### src/rtl/vram_cache_port.sv
module vram_cache_port #(
  parameter logic [5:0] WIN_SEL = 6'd2
) (
  input  logic        clk,
  input  logic        rst_n,
  input  logic        cpu_rd,
  input  logic        cpu_wr,
  input  logic [2:0]  cpu_addr,
  input  logic [7:0]  cpu_wdata,
  output logic [7:0]  cpu_rdata,
  output logic        mem_re,
  output logic        mem_we,
  output logic [14:0] mem_addr,
  output logic [3:0]  mem_be,
  output logic [31:0] mem_wdata,
  input  logic [31:0] mem_rdata
);
  localparam int AW = 17;
  localparam logic [2:0] R_LO = 3'd0, R_MID = 3'd1, R_HI = 3'd2, R_D0 = 3'd3,
                         R_D1 = 3'd4, R_CTL = 3'd5, R_FXC = 3'd6, R_FXM = 3'd7;

  logic [AW-1:0] ptr [2];
  logic [3:0]    inc [2];
  logic [6:0]    ctrl;
  logic [1:0]    fx;
  logic [7:0]    mult;
  logic [31:0]   cache, cache_fwd;
  logic          fill_pend, rd_mem_q;
  logic [1:0]    fill_lane, rd_lane;
  logic [7:0]    reg_q, reg_val, rd_byte;
  logic [AW-1:0] step;

  wire rd_go  = cpu_rd & ~cpu_wr;
  wire is_dp  = (cpu_addr == R_D0) | (cpu_addr == R_D1);
  wire dp     = (cpu_addr == R_D1);
  wire sel    = ctrl[0];
  wire win    = (ctrl[6:1] == WIN_SEL);
  wire cwr_en = fx[1];
  wire fill_en = fx[0];
  wire [AW-1:0] cur = ptr[dp];
  wire [3:0] cinc = inc[dp];

  assign step    = (cinc == 4'd0) ? '0 : (AW'(1) << (cinc - 4'd1));
  assign rd_byte = 8'(mem_rdata >> {rd_lane, 3'b000});

  always_comb begin
    cache_fwd = cache;
    if (fill_pend) cache_fwd[8*fill_lane +: 8] = rd_byte;
  end

  assign mem_re    = rd_go & is_dp;
  assign mem_we    = cpu_wr & is_dp;
  assign mem_addr  = cur[AW-1:2];
  assign mem_be    = cwr_en ? 4'hF : (4'b0001 << cur[1:0]);
  assign mem_wdata = cwr_en ? cache_fwd : {4{cpu_wdata}};
  assign cpu_rdata = rd_mem_q ? rd_byte : reg_q;

  always_comb begin
    case (cpu_addr)
      R_LO:    reg_val = ptr[sel][7:0];
      R_MID:   reg_val = ptr[sel][15:8];
      R_HI:    reg_val = {inc[sel], 3'b000, ptr[sel][16]};
      R_CTL:   reg_val = {1'b0, ctrl};
      R_FXC:   reg_val = win ? {1'b0, fx, 5'b00000} : 8'h00;
      R_FXM:   reg_val = win ? mult : 8'h00;
      default: reg_val = 8'h00;
    endcase
  end

  always_ff @(posedge clk or negedge rst_n) begin
    if (!rst_n) begin
      ptr[0] <= '0; ptr[1] <= '0; inc[0] <= '0; inc[1] <= '0;
      ctrl <= '0; fx <= '0; mult <= '0; cache <= '0;
      fill_pend <= 1'b0; fill_lane <= '0; rd_mem_q <= 1'b0; rd_lane <= '0;
      reg_q <= '0;
    end else begin
      rd_mem_q  <= mem_re;
      rd_lane   <= cur[1:0];
      fill_pend <= mem_re & fill_en;
      fill_lane <= cur[1:0];
      if (fill_pend) cache <= cache_fwd;
      if (rd_go) reg_q <= reg_val;
      if ((rd_go | cpu_wr) & is_dp) ptr[dp] <= cur + step;
      if (cpu_wr) begin
        case (cpu_addr)
          R_LO:  ptr[sel][7:0]  <= cpu_wdata;
          R_MID: ptr[sel][15:8] <= cpu_wdata;
          R_HI:  begin ptr[sel][16] <= cpu_wdata[0]; inc[sel] <= cpu_wdata[7:4]; end
          R_CTL: ctrl <= cpu_wdata[6:0];
          R_FXC: if (win) fx <= cpu_wdata[6:5];
          R_FXM: if (win) mult <= cpu_wdata;
          default: ;
        endcase
      end
    end
  end
endmodule


### config.mk
export PLATFORM = sky130hd
export DESIGN_NAME = vram_cache_port
export DESIGN_NICKNAME = d
export VERILOG_FILES = /design/src/rtl/vram_cache_port.sv
export SDC_FILE = /design/constraint.sdc
export NUM_CORES = 1
export LEC_CHECK = 0
export ABC_AREA = 1
export BUFFER_PORTS_ARGS = -buffer_cell sky130_fd_sc_hd__buf_2
export CELL_PAD_IN_SITES_DETAIL_PLACEMENT = 1
export CELL_PAD_IN_SITES_GLOBAL_PLACEMENT = 1
export CORE_ASPECT_RATIO = 0.8
export CORE_MARGIN = 3
export CORE_UTILIZATION = 30
export CTS_CLUSTER_DIAMETER = 200
export DETAILED_ROUTE_END_ITERATION = 10
export HOLD_SLACK_MARGIN = 0.08
export PLACE_DENSITY_LB_ADDON = 0.1
export SYNTH_ARGS = -nofsm -noshare
export SYNTH_HDL_FRONTEND = slang
export SYNTH_SLANG_ARGS = --single-unit
### constraint.sdc
create_clock -name clk -period 5.4 [get_ports clk]
set_input_delay 0.54 -clock clk [delete_from_list [all_inputs] [get_ports clk]]
set_output_delay 0.54 -clock clk [all_outputs]
set_load 0.05 [all_outputs]
After elaboration in Yosys (flattened, before gate mapping). Cells that the tools add are included.

$add $sub $neg: 3. Order comparisons: 4. Equality and inequality tests: 8. Shift operators: 5. Muxes and demuxes: 39. Bitwise gates (word level): 10. Reduce and logical (&&, ||, !) cells: 8.

Operators with widths (number): 17-bit 2-to-1 mux (9); 34-bit bitwise mux (4); 34-bit one-hot mux with 3 select lines (1); 17-bit demux with 1-bit select (4); 34-bit 2-to-1 mux (2); 32-bit 2-to-1 mux (2); 8-bit one-hot mux with 6 select lines (1); 5-bit negation with 34-bit output (1); 8-bit by 34-bit variable shift with 32-bit output, first input constant (1); 8-bit by 34-bit indexed part select with 32-bit output (1); 32-bit bitwise mux (1); 4-bit 2-to-1 mux (8); 32-bit by 5-bit right shift with 8-bit output (1); 8-bit 2-to-1 mux (3); 17-bit adder (1); 1-bit by 4-bit left shift with 17-bit output, first input constant (1); 16-bit 2-to-1 mux (1); 3-bit equality test, second input constant (4); 8-bit bitwise mux (1); 7-bit 2-to-1 mux (1); 3-bit by 2-bit equality test with 1-bit output, second input constant (2); 6-bit by 2-bit equality test with 1-bit output, second input constant (1); 3-bit AND reduction (2); 1-bit bitwise AND (5); other kinds (13) (19).

Register bits after elaboration: 103. Bits of input ports: 47. Output and inout port bits: 61. Logic and storage cells: 89.

Depth between registers and ports, before layout. Gate-level depths: netlist of the first run.

Depth in word-level cells: 14. Gate-level depth with buffers: 25. Gate-level depth less buffers: 23.

Worst setup path after synthesis of the first run. OpenSTA, ideal clock, no wires.

Path kind: input to output. Start: in cpu_addr[1]. End: out mem_be[3]. Arrival time: 2.459 ns. Required time: 4.860 ns. Setup slack: 2.401 ns. Stages on the path: 7. Path buffers: 2. Cells stage by stage: buf_6 > nor2_4 > nand2_2 > buf_6 > o21ai_1 > inv_1 > o21ai_0.

Word-level cells in the longest chain between the ends: 7.

RTL lines: from (decl) (line 8) `input logic [2:0] cpu_addr,`; 3-bit equality test (line 35) `wire dp = (cpu_addr == R_D1);`; 1-bit inverter with 2-bit output (implied by the code) (line 40) `wire [AW-1:0] cur = ptr[dp];`; 17-bit 2-to-1 mux (implied by the code) (3 in series) (line 40); via cur[1] (line 40); 1-bit by 2-bit left shift with 4-bit output (line 54) `assign mem_be = cwr_en ? 4'hF : (4'b0001 << cur[1:0]);`; 4-bit 2-to-1 mux (line 54); to (decl) (line 14) `output logic [3:0] mem_be,`.

The timed path passes the listed nets, and every way through them passes these cells. The select of a mux whose other input is x is not followed.

Final worst setup path of the first run.
Start: reg rd_lane[1]. End: out mem_wdata[1].

Word-level cells in the longest chain between the ends: 5. Elaborated cells on any way between the ends: 7. Those cells by class: 1 x add/sub; 3 x shift; 3 x mux.

RTL lines: from (decl) (line 29) `logic [1:0] fill_lane, rd_lane;`; from (signal assigned) (line 78) `rd_lane <= cur[1:0];`; 32-bit by 5-bit right shift with 8-bit output or 5-bit negation with 34-bit output (tied branches); 8-bit by 34-bit indexed part select with 32-bit output or 8-bit by 34-bit variable shift with 32-bit output (tied branches); 32-bit bitwise mux * (line 48) `if (fill_pend) cache_fwd[8*fill_lane +: 8] = rd_byte;`; 32-bit 2-to-1 mux * (line 48); 32-bit 2-to-1 mux * (line 55) `assign mem_wdata = cwr_en ? cache_fwd : {4{cpu_wdata}};`; to (decl) (line 15) `output logic [31:0] mem_wdata,`.

Mark *: on every way between the ends. The rest lies on a longest branch, timed or not.

==> impl_metrics.toml, run 1 <==
[global_routing]
grt_pass1_vias = 7099
gr-max-usage-layer = "met1"
grt_pass1_wl_um = 43000
antenna_found_initial = 0
grt_util_met3 = 0.0534
grt_max_degree = 64
grt_usage = 0.223
gr-total-overflow = 0
use_met2 = 0.323
grtUsageMet1 = 0.341

[power]
p_total_mw = 3.48
peakVddDrop_mv = 0.174
p_clk_frac = 0.190
p_sw_frac = 0.504
powerDensity_nw_per_um2 = 432
p_seq_frac = 0.307
power_frac_comb = 0.503
p_sw_mw = 1.76
power.internal_mw = 1.73
power_leakage_nw = 4.29

[routing]
wl_um = 27800
viasPerCell = 4.96
dr.pass1.iters = 4
routedWlPerCell_um = 19.3
antenna_left = 0
drc = 0
first_iter_violations = 422
via_count = 7114

[cts]
ctsResizeCount = 0
holdBufCountCts = 0
clk_latency_ns = 0.37
htree_levels = 3
root_buffer = "clkbuf_16"
path_clk_slew_ns = 0.08
cts-buffers-inserted = 9
clock_path_buffers = 2
clock_sinks = 103
post-cts-setup-buffers = 0
cts_tree = "built"

[finish]
final_common_cell = "nand2_1"
nNetsFinal = 1193
n_antenna_cell = 0
drive_above_1_share = 0.139
syn_to_final_growth_pct = 13.1
final_cell_mix = "nand2_1, inv_1, buf_2"

[placed_design]
dpl.hpwl_um = 21800
gp_congestion = 0.851
port_buffers = 107

[floorplan]
core_area_um2 = 22900
start_util = 0.311
rows = 49
dieArea_um2 = 25600
die_h_um = 144
ios = 108
die_x_um = 178

[worst_setup_path]
crit_path_frequent_cell = "nand2_1"
r2r-end = "ptr[27]"
critPathMaxStageDelay_ns = 0.63
r2r_setup_slack_ns = 2.47
crit_buf_inv = 3
required_ns = 4.86
crit_type = "flop to primary output"
worstPathArrival_ns = 3.24
crit_chain = "clkinv_1 > ha_1 > inv_1 > nand4_1 > o21ai_0 > nand2_1 > nand2_1 > buf_2"
critPathTopFamily = "buffers and inverters"
crit_path_end_kind = "primary output"
reg2reg_from = "inc[1]"
critPathLaunchType = "flop"
crit_fanout = 11
crit_slowest_cell = "dfrtp_1"
reg2regPathDepth = 18

[yosys]
post-synth-top-area-cell = "dfrtp_1"
synth-edff-count = 0
synth-seq-cells = 103
yosysSeqAreaShare = 0.362
yosys.area.top_type_share = 0.362
yosysUniqueCellTypes = 45
synth_warnings = 0
syn_inst = 1049
ys.flop_type = "dfrtp_1"
syn_nets = 1118
syn_area_per_cell_um2 = 6.78
synth_area_um2 = 7120
yosys-top-cells-area = "dfrtp_1, nand2_1, o21ai_0, inv_1, ha_1"
ys_async_sr_fraction = 1.00

[sta]
fin_crit_ns = 3.78
fin_worst_skew_ns = 0.00853
drv_slew = 0
post-route-period-util = 0.700
setup_violations = 0
fin_tns_setup_ns = 0
hold_viol_final = 0
relSlewSlack = 0.415
fmax_ghz = 0.264
tightest_slew_ns = 0.877
rsz0062_at_grt = "no"

[hold_path]
hold_class = "input pin to asynchronous set/reset pin"

[run]
drv_cap = 0

[status]
status = "finished clean"
-- synth_stat cells, drive strengths merged, types with 10 or more instances --
| cell type | n |
|---|---|
| o21ai | 110 |
| a21oi | 47 |
| nand4 | 11 |
| dfrtp | 103 |
| o22ai | 10 |
| buf | 39 |
| a22oi | 10 |
| nand3 | 52 |
| nand2 | 407 |
| nor2 | 51 |
| inv | 126 |
| ha | 21 |
-- how the worst max path moves through the flow --
stage	endpoint	slack (ns)	from	cells after the start
6_report	mem_wdata[1]	1.62	rd_lane[1]	8
5_1_grt	mem_wdata[4]	1.33	rd_lane[1]	8
4_1_cts	mem_wdata[2]	1.62	rd_lane[1]	8
3_5_place_dp	ptr[31]	1.48	cpu_addr[1]	23
3_3_place_gp	ptr[33]	1.56	cpu_addr[1]	18
2_1_floorplan	mem_be[3]	2.40	cpu_addr[1]	7
-- layer usage --
layer | up-vias | wire length, um
met1 | 3471 | 14600
li1 | 3512 | -
met3 | 12 | 1540
met4 | 0 | 180
met2 | 119 | 11500
met5 | - | 0
-- power groups by stage --
stage | combinational, mW | sequential, mW | clock, mW
after detailed placement | 1.76 | 1.08 | 0
after global placement | 1.75 | 1.08 | 0
after global routing | 1.94 | 1.09 | 0.722
after floorplan | 1.32 | 1.04 | 0
after CTS | 1.76 | 1.07 | 0.688
final | 1.75 | 1.07 | 0.661
-- worst reg2reg max path, delay by kind of cell (launching register included) --
family,cells,cell delay [ns]
AND/OR/NAND/NOR,11,1.05
flip-flops,1,0.41
AO/OA/AOI/OAI,2,0.47
buffers and inverters,3,0.26
adder cells (fa/ha/maj),2,0.61
-- final cells by class --
| class | instances | area (um2) |
|---|---|---|
| Clock inverter | 6 | 50.0 |
| Multi-Input combinational cell | 769 | 3740 |
| Timing Repair Buffer | 112 | 576 |
| Tap cell | 306 | 383 |
| Fill cell | 2957 | 14800 |
| Clock buffer | 10 | 239 |
| Inverter | 129 | 485 |
| Sequential cell | 103 | 2580 |
-- cells by family after synthesis --
| logic type | count (synthesis) | synth area share |
|---|---|---|
| DFF | 103 | 0.362 |
| other | 1 | 0.000527 |
| adders and majority gates | 22 | 0.0397 |
| and+or+nand+nor | 537 | 0.318 |
| buffers and inverters | 177 | 0.112 |
| AOI/OAI and AO/OA | 203 | 0.160 |
| xor gates and xnor gates | 6 | 0.00738 |
-- per-stage QoR --
| step | util | std cells | hold slack [ns] | cell area (um2) | setup WS (ns) |
|---|---|---|---|---|---|
| global route | 0.352 | 1435 | 0.329 | 8050 | 1.33 |
| finish | 0.352 | 1435 | 0.267 | 8050 | 1.62 |
| detailed placement | 0.339 | 1419 | 0.473 | 7760 | 1.48 |
| CTS | 0.352 | 1435 | 0.309 | 8050 | 1.62 |
| floorplan | - | 1049 | 0.244 | 7120 | 2.40 |
| global placement | 0.339 | 1419 | 0.466 | 7760 | 1.56 |
-- state kept, by name (all words and copies together), names as in the netlist --
name / count
ptr: 34
cache: 32
inc: 8
mult: 8
reg_q: 8
ctrl: 7
fx: 2
rd_lane: 2
fill_pend: 1
rd_mem_q: 1
Note: power is estimated with default switching activity, not from simulation.
==> run 2, diff against run 1 <==
--- a/config.mk
+++ b/config.mk
@@ -5,7 +5,7 @@
 export SDC_FILE = /design/constraint.sdc
 export NUM_CORES = 1
 export LEC_CHECK = 0
-export ABC_AREA = 1
+export ABC_AREA = 0
 export BUFFER_PORTS_ARGS = -buffer_cell sky130_fd_sc_hd__buf_2
 export CELL_PAD_IN_SITES_DETAIL_PLACEMENT = 1
 export CELL_PAD_IN_SITES_GLOBAL_PLACEMENT = 1
==> constraint.sdc (replaced) <==
create_clock -name clk -period 3.45 [get_ports clk]
set_input_delay 0.345 -clock clk [delete_from_list [all_inputs] [get_ports clk]]
set_output_delay 0.345 -clock clk [all_outputs]
set_load 0.05 [all_outputs]
==> run 2 against run 1 <==
Net effect:
- synthesized cell count down 38%
- via count fell by 22%
- register-to-register slack lost 2.2 ns
- sequential power up 64%
- first-iteration DRC count shrank 15%
- total power grew 57%
- flip-flop and latch count stayed put
- sequential share of layout area grew 0.74 points
- largest power group unchanged
==> impl_metrics.toml, run 2 <==
[sta]
fin_crit_ns = 3.28
fin_worst_skew_ns = 0.0106
drv_slew = 0
relSlewSlack = 0.295
tightest_slew_ns = 1.06
hold_viol_final = 0
setup_slack_ns = 0.168
rsz0062_at_grt = "yes"
post-route-period-util = 0.951
setup_violations = 0
fmax_ghz = 0.305
fin_tns_setup_ns = 0

[placed_design]
dp_slack_ns = -0.133
port_buffers = 107
dpl.hpwl_um = 18700
dpl_cell_area_um2 = 7570
gp_congestion = 0.867

[global_routing]
grt_pass1_wl_um = 38100
gr-total-overflow = 0
grt_pass1_vias = 6042
antenna_found_initial = 0
grt_max_degree = 79
grt_usage = 0.205

[worst_setup_path]
r2r_setup_slack_ns = 0.24
crit_path_end_kind = "primary output"
required_ns = 3.11
crit_type = "flop to primary output"
worstPathArrival_ns = 2.94
critPathLaunchType = "flop"
crit_fanout = 11

[yosys]
syn_nets = 724
yosysUniqueCellTypes = 58
ys_async_sr_fraction = 1.00
yosysSeqAreaShare = 0.384
synth.most_common_cell = "dfrtp_1"
synth_warnings = 0
yosys-top-cells-area = "dfrtp_1, mux2_2, mux2i_1, a22o_1, ha_1"
synth-seq-cells = 103
ys.flop_type = "dfrtp_1"
synth-edff-count = 0
synth_area_um2 = 6720
yosys.area.top_type_share = 0.384
syn_inst = 655
syn_area_per_cell_um2 = 10.3
yosys-top-cells-count = "dfrtp_1, mux2_2, nand2_1"
post-synth-top-area-cell = "dfrtp_1"

[power]
p_total_mw = 5.47
peakVddDrop_mv = 0.358
powerDensity_nw_per_um2 = 695
power_leakage_nw = 3.51

[finish]
drive_above_1_share = 0.342
nNetsFinal = 818
final_common_cell = "buf_2"
fin_area_um2 = 7870
final_cell_mix = "buf_2, dfrtp_1, mux2_2"
reg_top3 = "ptr x34, cache x32"
largest_reg_flops = 34
n_antenna_cell = 0
syn_to_final_growth_pct = 17.2
largest_register = "ptr"

[routing]
drc = 0
wl_um = 24500
first_iter_violations = 357
routedWlPerCell_um = 23.2
dr.pass1.iters = 4
viasPerCell = 5.25
via_count = 5535
antenna_left = 0

[floorplan]
ios = 108
rows = 48
dieArea_um2 = 24200
die_h_um = 140
die_x_um = 173
core_area_um2 = 21800
start_util = 0.308

[cts]
cts-buffers-inserted = 9
path_clk_slew_ns = 0.08
htree_levels = 3
clk_latency_ns = 0.36
clock_path_buffers = 2
ctsResizeCount = 0
root_buffer = "clkbuf_16"
cts_tree = "built"
clock_sinks = 103

[status]
status = "finished clean"

[hold_path]
hold_class = "input pin to asynchronous set/reset pin"

[run]
drv_cap = 0
==> run 2: metal layers <==
metal | routed length (um) | track usage | vias up
met4 | 223 | 0.0392 | 0
met2 | 11200 | 0.317 | 106
met5 | 0 | 0 | -
met3 | 1160 | 0.0316 | 16
met1 | 11900 | 0.303 | 2834
li1 | - | - | 2579
==> run 2: through the flow <==
step | hold WS (ns) | cells | utilization
3_5_place_dp | 0.482 | 1038 | 0.347
2_1_floorplan | 0.0494 | 655 | -
3_3_place_gp | 0.471 | 1038 | 0.347
6_report | 0.160 | 1054 | 0.361
5_1_grt | 0.241 | 1054 | 0.361
4_1_cts | 0.203 | 1054 | 0.361
==> run 2: worst max-delay path, stage by stage, from the launching register on <==
cell and delay [ns]:
dfrtp_1 0.62, inv_1 0.16, ha_1 0.37, nor4_2 0.75, a22o_1 0.26, mux2_2 0.16
buf_2 0.26
==> run 2: where the power goes <==
group          total [mW]  switching (mW)  internal (mW)
Sequential           1.75           0.277           1.47
Clock                1.05           0.519          0.530
Combinational        2.67            1.76          0.909
==> run 2: final cells by class <==
type | count | area [um2]
clock buffers | 10 | 239
clock inverters | 6 | 58.8
fillers | 2476 | 13900
inverters | 11 | 41.3
multi-input cells | 487 | 3800
flip-flops and latches | 103 | 2580
well taps | 300 | 375
repair buffers | 137 | 776
==> run 2: cell families (layout without fill, tap and decap cells) <==
logic type,after synthesis,after routing,share of synthesized area
xor+xnor,13,13,0.0170
compound gates,172,172,0.170
flops,103,103,0.384
other cells,1,1,0.000558
simple gates,154,154,0.115
buf+inv,65,164,0.0501
mux,125,125,0.222
fa+ha+maj,22,22,0.0421
==> run 2: timing repair <==
action | 4_1_cts | 5_1_grt
setup endpoints to repair | 0 | 9
setup buffers | 0 | 0
hold buffers | 0 | 0
==> run 2: worst paths after layout <==
| path | start | endpoint | cells after the start |
|---|---|---|---|
| setup / recovery | rd_lane[1] | mem_wdata[25] | 6 |
| hold / removal | rst_n | cache[14] | 1 |
| setup reg to reg | inc[5] | ptr[31] | 13 |
| hold reg to reg | reg_q[6] | reg_q[6] | 2 |
| max in group asynchronous | rst_n | cache[1] | 2 |
| min in group clk | cpu_wdata[2] | ptr[2] | 3 |
